### config.mk
export PLATFORM = sky130hd
export DESIGN_NAME = wfifo_adaptive_start
export DESIGN_NICKNAME = d
export VERILOG_FILES = /design/src/rtl/wfas_pkg.sv /design/src/rtl/wfas_store.sv /design/src/rtl/wfas_gate.sv /design/src/rtl/wfas_err.sv /design/src/rtl/wfifo_adaptive_start.sv
export SDC_FILE = /design/constraint.sdc
export NUM_CORES = 1
export LEC_CHECK = 0
export ABC_AREA = 1
export BUFFER_PORTS_ARGS = -buffer_cell sky130_fd_sc_hd__buf_2
export CELL_PAD_IN_SITES_DETAIL_PLACEMENT = 2
export CELL_PAD_IN_SITES_GLOBAL_PLACEMENT = 2
export CORE_UTILIZATION = 43
export CTS_BUF_LIST = sky130_fd_sc_hd__clkbuf_4
export DETAILED_ROUTE_END_ITERATION = 8
export PLACE_DENSITY_LB_ADDON = 0.1
export SETUP_SLACK_MARGIN = 0.3
export SLEW_MARGIN = 5
export SYNTH_ARGS = -nofsm -noshare
export SYNTH_HDL_FRONTEND = slang
export SYNTH_HIERARCHICAL = 1
export SYNTH_SLANG_ARGS = --single-unit
### constraint.sdc
create_clock -name clk -period 3.8 [get_ports clk]
set_input_delay 0.19 -clock clk [delete_from_list [all_inputs] [get_ports clk]]
set_output_delay 0.19 -clock clk [all_outputs]
set_load 0.05 [all_outputs]
### src/rtl/wfas_pkg.sv
package wfas_pkg;

  typedef enum logic [1:0] {
    START_ANY,
    START_HALF,
    START_QUARTER,
    START_WHOLE
  } start_rule_e;

  // Pick the start rule from the eager bit and the block/FIFO size ratio.
  function automatic start_rule_e pick_rule(input logic eager,
                                            input int unsigned len,
                                            input int unsigned depth);
    if (eager)                      return START_ANY;
    else if (len * 4 >= depth * 3)  return START_HALF;
    else if (len * 2 >= depth)      return START_QUARTER;
    else                            return START_WHOLE;
  endfunction

endpackage

### src/rtl/wfas_store.sv
module wfas_store #(
  parameter int DW    = 32,
  parameter int DEPTH = 16,
  localparam int AW   = $clog2(DEPTH),
  localparam int CW   = AW + 1
) (
  input  logic          clk,
  input  logic          rst,
  input  logic          push_i,
  input  logic [DW-1:0] push_data_i,
  input  logic          pop_i,
  output logic [DW-1:0] pop_data_o,
  output logic          pop_valid_o,
  output logic          pop_ok_o,
  output logic [CW-1:0] count_o,
  output logic          full_o,
  output logic          empty_o
);

  logic [DW-1:0] mem [DEPTH];
  logic [AW-1:0] wp_q, rp_q;
  logic [CW-1:0] count_q;
  logic          push_ok, pop_ok;

  assign full_o   = (count_q == CW'(DEPTH));
  assign empty_o  = (count_q == '0);
  assign push_ok  = push_i && !full_o;
  assign pop_ok   = pop_i && !empty_o;
  assign pop_ok_o = pop_ok;
  assign count_o  = count_q;

  // Storage write port, no reset so it maps onto block RAM.
  always_ff @(posedge clk) begin
    if (push_ok) mem[wp_q] <= push_data_i;
  end

  // Registered read port.
  always_ff @(posedge clk) begin
    if (pop_ok) pop_data_o <= mem[rp_q];
  end

  always_ff @(posedge clk) begin
    if (rst) begin
      wp_q        <= '0;
      rp_q        <= '0;
      count_q     <= '0;
      pop_valid_o <= 1'b0;
    end else begin
      pop_valid_o <= pop_ok;
      if (push_ok) wp_q <= wp_q + 1'b1;
      if (pop_ok)  rp_q <= rp_q + 1'b1;
      case ({push_ok, pop_ok})
        2'b10:   count_q <= count_q + 1'b1;
        2'b01:   count_q <= count_q - 1'b1;
        default: count_q <= count_q;
      endcase
    end
  end

  // a rejected write must not change the occupancy.
  a_r7_drop_keeps_level: assert property (@(posedge clk) disable iff (rst)
    (push_i && full_o && !pop_i) |=> (count_q == CW'(DEPTH)));

  // occupancy never exceeds the depth.
  a_r12_level_bound: assert property (@(posedge clk) disable iff (rst)
    count_q <= CW'(DEPTH));

  // a pop on an empty FIFO yields no data.
  a_r8_no_data_when_empty: assert property (@(posedge clk) disable iff (rst)
    (pop_i && empty_o) |=> !pop_valid_o);

endmodule

### src/rtl/wfas_gate.sv
module wfas_gate
  import wfas_pkg::*;
#(
  parameter int DEPTH = 16,
  parameter int LEN_W = 10,
  localparam int CW   = $clog2(DEPTH) + 1
) (
  input  logic             clk,
  input  logic             rst,
  input  logic             cmd_i,
  input  logic [LEN_W-1:0] len_i,
  input  logic             eager_i,
  input  logic [CW-1:0]    count_i,
  input  logic             pop_ok_i,
  output logic             start_o,
  output logic             started_o
);

  logic [LEN_W-1:0] len_q;
  logic [LEN_W-1:0] popped_q;
  logic             eager_q;
  logic             armed_q;
  logic             started_q;
  start_rule_e      rule;
  logic [31:0]      thr;
  logic             meets;
  logic             block_done;

  always_comb begin
    rule = pick_rule(eager_q, 32'(len_q), DEPTH);
    case (rule)
      START_ANY:     thr = 32'd1;
      START_HALF:    thr = 32'(DEPTH / 2);
      START_QUARTER: thr = 32'(DEPTH / 4);
      default:       thr = 32'(len_q);
    endcase
  end

  assign meets      = (32'(count_i) >= thr);
  assign block_done = pop_ok_i && armed_q && (popped_q == len_q - 1'b1);
  assign started_o  = started_q;

  always_ff @(posedge clk) begin
    if (rst) begin
      len_q     <= '0;
      eager_q   <= 1'b0;
      armed_q   <= 1'b0;
      started_q <= 1'b0;
      popped_q  <= '0;
      start_o   <= 1'b0;
    end else begin
      start_o <= 1'b0;
      if (cmd_i) begin
        len_q     <= len_i;
        eager_q   <= eager_i;
        armed_q   <= 1'b1;
        started_q <= 1'b0;
        popped_q  <= '0;
      end else begin
        if (armed_q && !started_q && meets) begin
          start_o   <= 1'b1;
          started_q <= 1'b1;
        end
        if (pop_ok_i && armed_q) begin
          if (block_done) begin
            popped_q  <= '0;
            started_q <= 1'b0;
          end else begin
            popped_q <= popped_q + 1'b1;
          end
        end
      end
    end
  end

  // the start indication is a single-cycle pulse.
  a_r6_pulse_once: assert property (@(posedge clk) disable iff (rst)
    start_o |=> !start_o);

  // a command never produces a start in the following cycle.
  a_r11_no_start_after_cmd: assert property (@(posedge clk) disable iff (rst)
    cmd_i |=> !start_o);

  // nothing starts before the first command.
  a_r1_idle_until_cmd: assert property (@(posedge clk) disable iff (rst)
    !armed_q |-> !start_o);

endmodule

### src/rtl/wfas_err.sv
module wfas_err #(
  parameter int NFLAG = 2
) (
  input  logic             clk,
  input  logic             rst,
  input  logic             cmd_i,
  input  logic             clr_pol_i,
  input  logic             stat_rd_i,
  input  logic [NFLAG-1:0] evt_i,
  output logic [NFLAG-1:0] flag_o
);

  logic pol_q;
  logic clr;

  // Clearing follows the policy in force before any new command.
  assign clr = pol_q ? stat_rd_i : cmd_i;

  always_ff @(posedge clk) begin
    if (rst)        pol_q <= 1'b0;
    else if (cmd_i) pol_q <= clr_pol_i;
  end

  for (genvar g = 0; g < NFLAG; g++) begin : g_flag
    always_ff @(posedge clk) begin
      if (rst)           flag_o[g] <= 1'b0;
      else if (evt_i[g]) flag_o[g] <= 1'b1;
      else if (clr)      flag_o[g] <= 1'b0;
    end

    // an error event always leaves the flag set.
    a_r7_sticky_set: assert property (@(posedge clk) disable iff (rst)
      evt_i[g] |=> flag_o[g]);

    // under command-clear policy a status read never clears.
    a_r10_hold_on_read: assert property (@(posedge clk) disable iff (rst)
      (flag_o[g] && !pol_q && !cmd_i) |=> flag_o[g]);

    // under read-clear policy a status read clears.
    a_r9_clear_on_read: assert property (@(posedge clk) disable iff (rst)
      (flag_o[g] && pol_q && stat_rd_i && !evt_i[g]) |=> !flag_o[g]);
  end

endmodule

### src/rtl/wfifo_adaptive_start.sv
module wfifo_adaptive_start #(
  parameter int DW    = 32,
  parameter int DEPTH = 16,
  parameter int LEN_W = 10,
  localparam int CW   = $clog2(DEPTH) + 1
) (
  input  logic             clk,
  input  logic             rst,
  input  logic             wr_en,
  input  logic [DW-1:0]    wr_data,
  input  logic             cmd_strobe,
  input  logic [LEN_W-1:0] cfg_blk_len,
  input  logic             cfg_immediate,
  input  logic             cfg_clr_on_read,
  input  logic             stat_rd,
  input  logic             pop_req,
  output logic [DW-1:0]    pop_data,
  output logic             pop_valid,
  output logic             xfer_start,
  output logic [CW-1:0]    level,
  output logic             ovf_flag,
  output logic             unf_flag
);

  logic       pop_ok;
  logic       full;
  logic       empty;
  logic       started;
  logic [1:0] evt;
  logic [1:0] flags;

  wfas_store #(.DW(DW), .DEPTH(DEPTH)) u_store (
    .clk         (clk),
    .rst         (rst),
    .push_i      (wr_en),
    .push_data_i (wr_data),
    .pop_i       (pop_req),
    .pop_data_o  (pop_data),
    .pop_valid_o (pop_valid),
    .pop_ok_o    (pop_ok),
    .count_o     (level),
    .full_o      (full),
    .empty_o     (empty)
  );

  wfas_gate #(.DEPTH(DEPTH), .LEN_W(LEN_W)) u_gate (
    .clk       (clk),
    .rst       (rst),
    .cmd_i     (cmd_strobe),
    .len_i     (cfg_blk_len),
    .eager_i   (cfg_immediate),
    .count_i   (level),
    .pop_ok_i  (pop_ok),
    .start_o   (xfer_start),
    .started_o (started)
  );

  assign evt[0] = wr_en && full;
  assign evt[1] = pop_req && empty && started;

  wfas_err #(.NFLAG(2)) u_err (
    .clk       (clk),
    .rst       (rst),
    .cmd_i     (cmd_strobe),
    .clr_pol_i (cfg_clr_on_read),
    .stat_rd_i (stat_rd),
    .evt_i     (evt),
    .flag_o    (flags)
  );

  assign ovf_flag = flags[0];
  assign unf_flag = flags[1];

endmodule

==> impl_results.md, run 1 <==
- Area leader, netlist: edfxtp_1
- RR Startpoint: u_store/count_o[0]$_SDFFE_PP0P_
- Hold Buf Count CTS: between 90 and 100
- Ports: 91
- Critical Path Sink Type: flop
- Worst hold path class: in -> reg
- Number of flops mapped to enable cells by yosys: between 500 and 600
- Die width: 246 um
- Hold Path Stages: 2
- Synth Register Bits: about 590
- Final hold vios: 0
- Synth cell types: 35
- CTS Buf Count: 161
- RSZ-0062 raised after global routing: false
- Worst hold endpoint: u_store/mem[0][28]$_DFFE_PP_
- Synth top area cells: edfxtp_1, nand2_1, nand3_1
- Wire per inst: 25.7 um
- Worst Min Path Start: wr_data[28]
- Fin nets: around 2800
- H-tree levels: 4
- Initial Util: 0.439
- Starting DRC count in detailed routing: roughly 1200
- Crit path DAT: around 4.3 ns
- Routed vias: 19700
- Worst-Skew Late Latency: 1.10 ns
- Synth Area per Inst: around 10 sq um
- Power Total: ~19000 uW
- Yosys top cell area share: 0.640
- Outcome: complete, no violations
- Clock slew at reported path FFs: ~0.080 ns
- CTS tree: done
- 1st-pass router iterations: 5
- Global route total overflow: 0
- Area growth from synthesis to layout: 16.7%
- Seq/Total Area, Yosys: 0.672
- Crit Path Class: reg -> reg
- Largest net degree at the start of global routing: approximately 190
- Die footprint: roughly 60000 sq um
- Setup violations, final: 0
- Slew margin rel.: 0.0991
- Vias in the first global route: between 20000 and 25000
- Final worst path period need: between 3 and 4 ns
- Final setup TNS: 0 ns
- Die height: roughly 250 um
- Synth Flop Type: edfxtp_1
- Core region area: between 50000 and 60000 sq um
- Max-cap viol count: 0
- Number of cell rows: a little under 90
- Share of cells above drive strength 1: 0.149
- PortBufs: 90
- Slew Limit Fails: 0
- Num Clock Sinks: approximately 590
- Tightest Pin Transition: roughly 1.4 ns
- Overall global routing resource usage: 0.315
- Post-route ant nets: 0
- Static Leakage: 0.0129 uW
- Syn nets: 2554
- Antenna violations before repair: 3
- Reg2Reg Depth: 15
- Vias/cell: roughly 5.4
- DP Wirelength: approximately 49000 um
- Asr flop ratio synth: 0
- Final Cycle Share: 0.875
- Setup bufs post-CTS: 0
- Skew final: approximately 0.077 ns
- Synth Cell Area: between 20000 and 30000 sq um
- Post-Route WL: 93700 um
- Fmax: 301 MHz
- First-pass GRT wire length: ~140000 um
- Maximum root-to-sink buffer count: 3
- Drt drc: 0
- Placer Congestion: 0.799
- Top fanout value on the critical path: 20
- Clk root buf: clkbuf_4
- Yosys warning count: 6
- Peak supply drop: around 0.00080 V
- FF-to-FF End: u_store/count_o[4]$_SDFFE_PP0P_
- Syn Inst Count: roughly 2500
- Cts repair resizes: 0
- Pwr per Cell Area: between 600 and 700 nW/um^2
- Crit path launch type: flop
- Worst EP required: between 4 and 5 ns
- FF-to-FF setup slack: approximately 0.48 ns
==> worst max-delay path by stage <==
stage | start | to | cells past startpoint
6_report | u_store/count_o[0]$_SDFFE_PP0P_ | u_store/count_o[4]$_SDFFE_PP0P_ | 15
2_1_floorplan | u_store/count_o[4]$_SDFFE_PP0P_ | u_store/count_o[4]$_SDFFE_PP0P_ | 15
3_5_place_dp | u_store/count_o[3]$_SDFFE_PP0P_ | u_gate/popped_q[4]$_SDFFE_PP0P_ | 14
5_1_grt | u_store/count_o[0]$_SDFFE_PP0P_ | u_gate/popped_q[8]$_SDFFE_PP0P_ | 14
3_3_place_gp | u_store/count_o[3]$_SDFFE_PP0P_ | u_gate/popped_q[8]$_SDFFE_PP0P_ | 14
4_1_cts | u_store/count_o[3]$_SDFFE_PP0P_ | u_gate/popped_q[9]$_SDFFE_PP0P_ | 14
==> kinds of logic (layout without fill, tap and decap cells) <==
group	after synthesis	in the layout	share of synthesized area
simple gates	1261	1261	0.208
buf+inv	559	947	0.0948
fa+ha+maj	18	18	0.00912
compound gates	47	47	0.00942
xor+xnor	15	15	0.00569
flops	585	585	0.672
other cells	1	10	0.000147
==> metrics by stage <==
| stage | hold WS (ns) | util | cells | setup slack [ns] | instance area (sq um) |
|---|---|---|---|---|---|
| floorplan | 0.259 | - | 2486 | 0.641 | 25500 |
| global placement | 0.419 | 0.459 | 3268 | 1.01 | 26700 |
| detailed placement | 0.422 | 0.459 | 3268 | 0.849 | 26700 |
| CTS | 0.00120 | 0.512 | 3639 | 0.821 | 29700 |
| global route | -0.0196 | 0.512 | 3647 | 0.367 | 29800 |
| finish | 0.0684 | 0.512 | 3648 | 0.475 | 29800 |
==> cell type report <==
class / instances / area, sq um
Fill cell: 6024 / 28400
Sequential cell: 585 / 17200
Multi-Input combinational cell: 1342 / 6060
Clock buffer: 251 / 1880
Timing Repair Buffer: 221 / 1770
Inverter: 448 / 1690
Tap cell: 765 / 957
Clock inverter: 27 / 215
Antenna cell: 9 / 22.5
==> critical path, stage by stage, from the launching register on <==
cell and delay (ns):
dfxtp_1 0.51, nor2_1 0.14, nand3_1 0.19, nand2_1 0.19
inv_2 0.50, ha_1 0.43, inv_1 0.14, fa_1 0.47
inv_1 0.08, nand2_1 0.06, nand2_1 0.10, nand2_1 0.07
nand2_1 0.06, nand3_1 0.07, nand2_1 0.10, inv_1 0.06
==> power breakdown <==
part	switching (uW)	internal, uW	total (uW)
registers	255	7500	7750
clock network	2950	3250	6200
logic	3620	1190	4820
total	6830	11900	18800
==> routing by layer <==
metal  wire length [um]  vias to the layer above  track usage
met5                 13                        -            0
met4               3030                        2        0.137
met3               4370                      197       0.0673
met2              49000                      579        0.560
met1              37300                    10200        0.363
li1                   -                     8663            -
==> state kept, by name, summed over array words and instances (netlist names) <==
register,count
u_store/rp_q,4
u_store/pop_valid_o,1
u_store/wp_q,4
u_store/pop_data_o,32
u_gate/len_q,10
u_gate/eager_q,1
u_err/pol_q,1
u_store/count_o,5
u_gate/armed_q,1
u_gate/start_o,1
u_store/mem,512
u_gate/started_o,1
u_err/flag_o,2
u_gate/popped_q,10
==> cell usage in the layout (no fill, tap or decap), types with 8 or more instances in the layout <==
master,Yosys,layout
buf_12,0,8
dfxtp_1,41,37
o21ai_0,21,21
ha_1,17,17
nand2_1,756,756
clkinv_1,1,15
buf_4,17,30
diode_2,0,9
dlygate4sd3_1,0,93
inv_1,445,443
inv_2,1,8
nor2_1,75,59
buf_2,49,90
a21oi_1,24,24
nand3_1,413,413
edfxtp_1,544,544
clkbuf_4,0,251
nor2_4,0,16
xor2_1,10,10
==> synthesized netlist by cell type (4+ instances only) <==
library cell and instances:
buf_4 17, inv_1 445, xor2_1 10, xnor2_1 4, ha_1 17, nor2_1 75
buf_2 49, buf_1 6, a21oi_1 24, buf_6 24, o21ai_0 21, nand2_1 756
dfxtp_1 41, nand3_1 413, edfxtp_1 544, clkbuf_1 13
(Power assumes the default switching activity.)
==> run 2, diff against run 1 <==
==> constraint.sdc (replaced) <==
create_clock -name clk -period 3.8 [get_ports clk]
set_input_delay 0.57 -clock clk [delete_from_list [all_inputs] [get_ports clk]]
set_output_delay 0.57 -clock clk [all_outputs]
set_load 0.05 [all_outputs]
==> impl_results.md, run 2 (synthesized netlist as in run 1, its figures left out) <==
- Die width: roughly 250 um
- Max stage delay on crit path: 0.84 ns
- Worst EP required: roughly 4.5 ns
- Worst path most repeated cell: nand2_1
- Commonest non-fill, non-tap cells in the layout: nand2_1, edfxtp_1, inv_1
- Antenna violations before repair: 4
- Core region area: slightly below 60000 sq um
- Critical-path cell list: nor2_1, nand3_1, nand2_1, inv_1, nand2_1, nor2_4, buf_4
- Slowest CP cell: nor2_4
- Leading cell type in the layout, fill and taps excluded: nand2_1
- DP Wirelength: 47900 um
- Global route total overflow: 0
- Final hold vios: 0
- Final setup TNS: 0 ns
- Initial Util: 0.439
- Tightest Pin Transition: 1.12 ns
- RSZ-0062 raised after global routing: false
- Setup violations, final: 0
- Vias/cell: between 5 and 6
- Crit path launch type: flop
- First-pass GRT wire length: 130000 um
- Max FFs per register: about 510
- FF-to-FF setup slack: approximately 0.84 ns
- Ports: ~90
- Comb pwr share: 0.256
- Leading registers by flop count: u_store/mem x512, u_store/pop_data_o x32
- Hold Buf Count CTS: 57
- PortBufs: 90
- Skew final: roughly 0.04 ns
- Worst Min Path Start: cfg_blk_len[2]
- 1st-pass router iterations: 4
- Tightest hold margin: 0.447 ns
- Die footprint: between 60000 and 70000 sq um
- Hold Path Stages: 4
- CTS tree: done
- Final setup margin: ~0.84 ns
- Wire per inst: about 24 um
- Switching part of the total: 0.357
- Clk root buf: clkbuf_4
- Reg with most FFs: u_store/mem
- Post-route ant nets: 0
- Top fanout value on the critical path: 18
- Clock slew at reported path FFs: roughly 0.06 ns
- Post-Route WL: 85600 um
- Worst hold endpoint: u_gate/len_q[2]$_SDFFE_PP0P_
- Final worst path period need: ~3 ns
- Placer Congestion: approximately 0.8
- # fillers: approximately 6000
- Overall global routing resource usage: 0.292
- H-tree levels: 4
- RR Startpoint: u_store/count_o[0]$_SDFFE_PP0P_
- Outcome: complete, no violations
- Worst hold path class: in -> reg
- Sequential power share: 0.426
- Area growth from synthesis to layout: 14.8%
- Starting DRC count in detailed routing: ~1100
- Slew Limit Fails: 0
- Fin nets: 2784
- Clock share of power: 0.318
- Setup bufs post-CTS: 0
- Crit path DAT: between 3 and 4 ns
- Slew margin rel.: 0.256
- Cts repair resizes: 0
- Pre-CTS setup slack: 0.938 ns
- Crit Path Class: reg -> reg
- Largest net degree at the start of global routing: 155
- # placed instances: between 3000 and 4000
- Routed vias: approximately 19000
- Post-route insts no fill: 3600
- FF-to-FF End: u_store/mem[7][22]$_DFFE_PP_
- Max-cap viol count: 0
- CTS Buf Count: approximately 160
- Worst-Skew Late Latency: a little over 1 ns
- Vias in the first global route: around 22000
- Final Cycle Share: 0.779
- Drt drc: 0
- Share of cells above drive strength 1: 0.149
- Num Clock Sinks: 585
- Switching pwr: between 6000 and 7000 uW
- Static Leakage: 0.0127 uW
- Peak supply drop: ~0.00034 V
- Reg2Reg Depth: 7
- Pwr per Cell Area: a little over 600 nW/um^2
- Maximum root-to-sink buffer count: 3
- Number of cell rows: 88
- Critical Path Sink Type: flop
- Fmax: roughly 340 MHz
- Die height: 246 um
- P_int: between 10000 and 15000 uW
==> run 2: cell count changes in the layout (fill, tap and decap cells not counted) <==
cell | before | now
clkinvlp_4 | 2 | 0
clkbuf_4 | 251 | 255
dlygate4sd3_1 | 93 | 57
buf_12 | 8 | 11
diode_2 | 9 | 3
buf_4 | 30 | 22
clkinv_1 | 15 | 16
bufinv_16 | 4 | 0
inv_2 | 8 | 9
clkinv_2 | 1 | 0
==> run 2: stage by stage <==
stage | instance area (sq um) | util | power (uW)
floorplan | 25500 | - | 11000
global placement | 26700 | 0.459 | 12100
detailed placement | 26700 | 0.459 | 12400
CTS | 29300 | 0.504 | 18300
global route | 29300 | 0.504 | 19000
finish | 29300 | 0.504 | 18100
==> run 2: worst max-delay path by stage <==
stage / depth (start not counted) / start / endpoint
global route: 7 / u_store/count_o[1]$_SDFFE_PP0P_ / u_store/mem[7][22]$_DFFE_PP_
detailed placement: 6 / wr_en / u_store/mem[7][30]$_DFFE_PP_
floorplan: 15 / u_store/count_o[4]$_SDFFE_PP0P_ / u_store/count_o[4]$_SDFFE_PP0P_
global placement: 6 / wr_en / u_store/mem[7][28]$_DFFE_PP_
finish: 7 / u_store/count_o[0]$_SDFFE_PP0P_ / u_store/mem[7][22]$_DFFE_PP_
CTS: 7 / u_store/count_o[0]$_SDFFE_PP0P_ / u_store/mem[7][22]$_DFFE_PP_
==> run 2: power by group through the flow <==
stage / clock [uW] / combinational [uW] / sequential (uW)
final: 5770 / 4630 / 7730
after global routing: 6200 / 5000 / 7770
after CTS: 5930 / 4640 / 7740
after detailed placement: 0 / 4510 / 7870
after global placement: 0 / 4280 / 7860
after floorplan: 0 / 2580 / 8370
==> run 2: cell type report <==
cell class / instances / area, sq um / share of cell area
clock inverter: 22 / 82.6 / 0.00282
tap: 765 / 957 / 0.0327
antenna: 3 / 7.51 / 0.000256
multi-input combinational: 1342 / 6060 / 0.207
inverter: 448 / 1690 / 0.0578
timing repair buffer: 180 / 1410 / 0.0480
clock buffer: 255 / 1910 / 0.0654
sequential: 585 / 17200 / 0.586
==> run 2: worst max-delay path: cells and delay by family, from the launching register on <==
family / cells / cell delay [ns]
buffers and inverters: 2 / 0.59
flip-flops: 1 / 0.43
AND/OR/NAND/NOR: 5 / 1.58
==> run 2: per-layer routing <==
metal	vias up	track usage	wire, um
met5	-	0	13
li1	8577	-	-
met1	9783	0.343	34700
met4	2	0.114	2450
met3	181	0.0577	3690
met2	482	0.522	44700
